[src/rtl/bshift_pkg.sv]
package bshift_pkg;

    typedef enum logic [1:0] {
        SK_LSL = 2'b00,
        SK_LSR = 2'b01,
        SK_ASR = 2'b10,
        SK_ROR = 2'b11
    } shift_kind_e;

endpackage

[src/rtl/bshift_rev.sv]
// Reverses the bit order of a word; used to turn a left shift into a right shift.
module bshift_rev #(
    parameter int DATA_W = 32
) (
    input  logic [DATA_W-1:0] din,
    output logic [DATA_W-1:0] dout
);
    for (genvar i = 0; i < DATA_W; i++) begin : g_bit
        assign dout[i] = din[DATA_W-1-i];
    end
endmodule

[src/rtl/bshift_core.sv]
// Logarithmic right shifter: one stage per amount bit, stage k moves by 2**k.
module bshift_core #(
    parameter int DATA_W = 32,
    parameter int AMT_W  = $clog2(DATA_W)
) (
    input  logic [DATA_W-1:0] din,
    input  logic [AMT_W-1:0]  amt,
    input  logic              rot,
    input  logic              fill,
    output logic [DATA_W-1:0] dout
);
    logic [DATA_W-1:0] stage [AMT_W+1];

    assign stage[0] = din;

    for (genvar k = 0; k < AMT_W; k++) begin : g_stage
        localparam int STEP = 1 << k;
        logic [STEP-1:0] top_bits;
        assign top_bits = rot ? stage[k][STEP-1:0] : {STEP{fill}};
        assign stage[k+1] = amt[k] ? {top_bits, stage[k][DATA_W-1:STEP]} : stage[k];
    end

    assign dout = stage[AMT_W];
endmodule

[src/rtl/bshift_carry.sv]
// Picks the last bit pushed out of a right-shifted source, or passes carry in at distance 0.
module bshift_carry #(
    parameter int DATA_W = 32,
    parameter int AMT_W  = $clog2(DATA_W)
) (
    input  logic [DATA_W-1:0] src,
    input  logic [AMT_W-1:0]  amt,
    input  logic              cin,
    output logic              cout
);
    always_comb begin
        cout = cin;
        if (amt != '0) begin
            cout = src[amt - AMT_W'(1)];
        end
    end
endmodule

[src/rtl/bshift_top.sv]
module bshift_top
    import bshift_pkg::*;
#(
    parameter int DATA_W = 32,
    parameter int AMT_W  = $clog2(DATA_W)
) (
    input  logic [DATA_W-1:0] opnd_i,
    input  logic [1:0]        kind_i,
    input  logic [AMT_W-1:0]  amount_i,
    input  logic              rrx_i,
    input  logic              carry_i,
    output logic [DATA_W-1:0] result_o,
    output logic              carry_o
);
    typedef struct packed {
        logic [DATA_W-1:0] data;
        logic              carry;
    } shift_res_t;

    shift_kind_e       kind;
    logic              is_left;
    logic [DATA_W-1:0] opnd_rev;
    logic [DATA_W-1:0] core_in;
    logic [DATA_W-1:0] core_out;
    logic [DATA_W-1:0] core_out_rev;
    logic              core_rot;
    logic              core_fill;
    logic              amt_carry;
    shift_res_t        res_d;

    assign kind      = shift_kind_e'(kind_i);
    assign is_left   = (kind == SK_LSL);
    assign core_rot  = (kind == SK_ROR);
    assign core_fill = (kind == SK_ASR) ? opnd_i[DATA_W-1] : 1'b0;
    assign core_in   = is_left ? opnd_rev : opnd_i;

    bshift_rev #(.DATA_W(DATA_W)) u_rev_in (
        .din  (opnd_i),
        .dout (opnd_rev)
    );

    bshift_core #(.DATA_W(DATA_W), .AMT_W(AMT_W)) u_core (
        .din  (core_in),
        .amt  (amount_i),
        .rot  (core_rot),
        .fill (core_fill),
        .dout (core_out)
    );

    bshift_rev #(.DATA_W(DATA_W)) u_rev_out (
        .din  (core_out),
        .dout (core_out_rev)
    );

    bshift_carry #(.DATA_W(DATA_W), .AMT_W(AMT_W)) u_carry (
        .src  (core_in),
        .amt  (amount_i),
        .cin  (carry_i),
        .cout (amt_carry)
    );

    always_comb begin
        res_d.data  = is_left ? core_out_rev : core_out;
        res_d.carry = amt_carry;
        if (rrx_i) begin
            res_d.data  = {carry_i, opnd_i[DATA_W-1:1]};
            res_d.carry = opnd_i[0];
        end
    end

    assign result_o = res_d.data;
    assign carry_o  = res_d.carry;
endmodule

[config.mk]
export PLATFORM = sky130hd
export DESIGN_NAME = bshift_top
export DESIGN_NICKNAME = d
export VERILOG_FILES = /design/src/rtl/bshift_pkg.sv /design/src/rtl/bshift_rev.sv /design/src/rtl/bshift_core.sv /design/src/rtl/bshift_carry.sv /design/src/rtl/bshift_top.sv
export SDC_FILE = /design/constraint.sdc
export NUM_CORES = 1
export LEC_CHECK = 0
export ABC_AREA = 1
export CAP_MARGIN = 25
export CORE_MARGIN = 2
export CORE_UTILIZATION = 50
export DETAILED_ROUTE_END_ITERATION = 8
export GPL_ROUTABILITY_DRIVEN = 1
export PLACE_DENSITY = 0.81
export SLEW_MARGIN = 20
export SYNTH_ARGS = -nofsm -noshare
export SYNTH_HDL_FRONTEND = slang
export SYNTH_SLANG_ARGS = --single-unit
[constraint.sdc]
create_clock -name vclk -period 2.67
set_input_delay 0.534 -clock vclk [all_inputs]
set_output_delay 0.534 -clock vclk [all_outputs]
set_load 0.005 [all_outputs]
==> out/metrics.csv, run 1 <==
metric,value,unit
status,did not finish,
Failed at,4_1_cts,
First Err,"[ERROR DPL-0038] Utilization greater than 100%, impossible to legalize",
syn avg cell area,4.43,sq um
Yosys warnings,0,
# resized after CTS,579,
GPL Wtd Cong,1.09,
Cells after Synth,815,
Die Ht,88.9,microns
Post-CTS Setup Repair Bufs,40,
Yosys top cell by area,nand3_1,
Die X,88.9,microns
Initial Util,52.5,%
IO Port Bufs,74,
# rows,30,
sequential share of the synthesized area,0,%
Synth Net Count,857,
post-synthesis cell area,3610,sq um
Final HPWL DP,13.9,mm
hold_buf cts,0,
Yosys top cell area share,47.7,%
pre-CTS setup slack,-1.03,ns
IO Pins,74,
top post-synthesis cells by area,"nand3_1, nand2_1, inv_1",
count of cell types in the netlist,22,
## synth_stat cells
| library cell | number |
|---|---|
| o21ai_0 | 2 |
| nand2_1 | 345 |
| ha_1 | 1 |
| nand3_1 | 344 |
| o211ai_1 | 1 |
| clkbuf_1 | 14 |
| nor2_2 | 1 |
| inv_2 | 4 |
| buf_6 | 3 |
| buf_1 | 14 |
| o21ai_1 | 2 |
| inv_1 | 42 |
| a31oi_1 | 1 |
| clkinv_1 | 6 |
| nand2_8 | 1 |
| nor2_1 | 6 |
| xor2_1 | 1 |
| xnor2_1 | 1 |
| and2_0 | 1 |
| nand3b_1 | 1 |
| buf_4 | 4 |
| buf_2 | 20 |
## through the flow
stage | cells | hold slack (ns) | setup TNS (ns) | area [sq um]
global placement | 1004 | 2.02 | -29.47 | 4860
floorplan | 815 | 1.16 | 0 | 3610
detailed placement | 1004 | 2.02 | -31.25 | 4860
## cells by family after synthesis
| kind of cell | share of synthesized area, % |
|---|---|
| adder cells (fa/ha/maj) | 0.347 |
| AO/OA/AOI/OAI | 0.937 |
| AND/OR/NAND/NOR | 85.4 |
| buffers and inverters | 12.9 |
| XOR/XNOR | 0.486 |
==> inputs of run 2 (changes only) <==
--- a/config.mk
+++ b/config.mk
@@ -8,10 +8,10 @@
 export ABC_AREA = 1
 export CAP_MARGIN = 25
 export CORE_MARGIN = 2
-export CORE_UTILIZATION = 50
+export CORE_UTILIZATION = 40
 export DETAILED_ROUTE_END_ITERATION = 8
 export GPL_ROUTABILITY_DRIVEN = 1
-export PLACE_DENSITY = 0.81
+export PLACE_DENSITY_LB_ADDON = 0.15
 export SLEW_MARGIN = 20
 export SYNTH_ARGS = -nofsm -noshare
 export SYNTH_HDL_FRONTEND = slang
==> constraint.sdc (replaced) <==
create_clock -name vclk -period 3.5
set_input_delay 0.7 -clock vclk [all_inputs]
set_output_delay 0.7 -clock vclk [all_outputs]
set_load 0.005 [all_outputs]
==> run 2 against run 1 <==
Synthesized area stayed put. The flow now finishes, with violations (setup timing). Synthesized cell count unchanged.
==> out/metrics.csv, run 2 <==
metric,value,unit,change
status,"complete, but fails checks",,was did not finish
failing checks,setup timing,,
CP Max Fanout,8,,
post-route setup slack,-0.231,ns,
initial antenna violation count,0,,
post-route ant nets,0,,
largest net degree at the start of global routing,36,,
"commonest non-fill, non-tap cells in the layout","nand2_1, nand3_2, nand3_1",,
Crit path required time,2.80,ns,
Synth top cells by count,"nand2_1, nand3_1, inv_1",,unchanged
Max-Slew Margin vs Limit,72.8,%,
"count leader, synth",nand2_1,,unchanged
WL final,23.8,mm,
GRT met2 Usage,65.2,%,
Startpoint Class,input pin,,
GPL Wtd Cong,1.06,,was 1.09
crit-path cells,"buf_4, inv_4, nand2_4, nand2_2, nand3_2, nand3_2, nand2_1, nand2_1, nand3_1, nand2_1, nand3_2, nand3_1, nand3_1, nand2_1, clkdlybuf4s50_1",,
sequential share of the synthesized area,0,%,unchanged
critical path arrival,3.03,ns,
mux contribution to synthesized area,0,%,unchanged
xor and xnor area share after synthesis,0.486,%,unchanged
Cells after Synth,815,,unchanged
Final Critical Period,3.73,ns,
post-synthesis compound-gate area fraction,0.937,%,unchanged
busiest grt layer,met2,,
Yosys top cell by area,nand3_1,,unchanged
Iter 0 DRT Violations,1379,,
Yosys top cell area share,47.7,%,unchanged
"commonest non-fill, non-tap cell in the layout",nand2_1,,
first-pass GRT wire length,32.3,mm,
crit-path leading delay family,simple AND/OR/NAND/NOR gates,,
Final HPWL DP,15.2,mm,was 13.9 mm
area grow syn2layout,79.2,%,
"Slowest-stage cell, CP",clkdlybuf4s50_1,,
final hold viol count,0,,
DRC violations left,0,,
CLK BUF,0,,
top post-synthesis cells by area,"nand3_1, nand2_1, inv_1",,unchanged
Synth Net Count,857,,unchanged
Util after Layout,74.1,%,
sequential cells,0,,
fin crit share,107,%,
largest family of logic cells by synthesized area,simple AND/OR/NAND/NOR gates,,unchanged
FMAX,268,MHz,
Die X,99.0,microns,was 88.9 microns
nets,961,,
Crit path largest cell delay,0.51,ns,
worst-margin pin slew,0.408,ns,
Antenna Cells,0,,
RSZ-0062 raised after global routing,true,,
met3 Resource Use GR,8.87,%,
critical path class,input pin to output pin,,
Synth Area in Adders,0.347,%,unchanged
routed vias/inst,6.80,,
Die ar.,9790,sq um,
Total Routing Usage GR,40.9,%,
WHS,1.75,ns,
Fin Setup TNS,-2.28,ns,
post-DR wirelength/cell,23.2,microns,
IO Port Bufs,74,,unchanged
# rows,34,,was 30
Core Region,8720,sq um,
number of global-route vias before repair,6048,,
Initial Util,41.4,%,was 52.5%
IO Pins,74,,unchanged
Yosys warnings,0,,unchanged
post-synthesis cell area,3610,sq um,unchanged
Crit path top cell by count,nand2_1,,
Die Ht,99.0,microns,was 88.9 microns
Max VDD drop,0.135,mV,
pre-CTS setup slack,-0.580,ns,was -1.03 ns
PD cells,177,nW/um^2,
drt pass-1 iters,7,,
simple-gate share of the synthesized area,85.4,%,unchanged
syn avg cell area,4.43,sq um,unchanged
register area,0,sq um,
"Power, Total",0.00114,W,
crit path capture type,output pin,,
Hold WC Path Type,input pin to output pin,,
total grt overflow,0,,
count of cell types in the netlist,22,,unchanged
Leak Pwr,3.48,nW,
max-cap viol count,0,,
layout cells sized above 1,42.9,%,
vias,6971,,
Final Max Slew Viols,0,,
met1 GRT Util,55.0,%,
# setup viols final,18,,
CP bufs+invs,3,,
run 2: per-layer routing:
layer / vias to the layer above / share of wire [%]
met3: 240 / 16
li1: 2910 / -
met1: 3084 / 34
met2: 737 / 41
met5: - / 0
met4: 0 / 8.7
run 2: cell type report:
type | instances | area [sq um]
Tap cell | 108 | 135
Timing Repair Buffer | 155 | 1690
Multi-Input combinational cell | 710 | 4430
Inverter | 52 | 213
Fill cell | 672 | 2260
run 2: logic make-up (layout without fill, tap and decap cells):
logic type                 after synthesis  in the layout
AOI/OAI and AO/OA                        6              6
xor gates and xnor gates                 2              2
adders and majority gates                1              1
buffers and inverters                  107            207
and+or+nand+nor                        699            701
run 2: final timing paths:
| check | depth (start not counted) | slack, ns | from | to |
|---|---|---|---|---|
| worst max-delay path | 15 | -0.23 | kind_i[1] | result_o[21] |
| worst min-delay path | 4 | 1.75 | opnd_i[25] | result_o[24] |
run 2: repair_timing:
action / CTS / global route
gates cloned: 3 / 5
pin swaps: 24 / 28
endpoints found under the setup margin: 33 / 33
resized for setup: 150 / 242
setup buffers: 11 / 4
hold buffers: 0 / 0
run 2: stage by stage:
stage	cells	area, sq um
2_1_floorplan	815	3610
3_3_place_gp	1003	4830
3_5_place_dp	1003	4830
4_1_cts	1017	5530
5_1_grt	1025	6460
6_report	1025	6460
run 2: power by group:
| group | total, W | switching [W] | internal, W |
|---|---|---|---|
| logic | 0.00114 | 0.000708 | 0.000434 |
| registers | 0 | 0 | 0 |
| clock network | 0 | 0 | 0 |
Power figures use the tool's default switching activity.
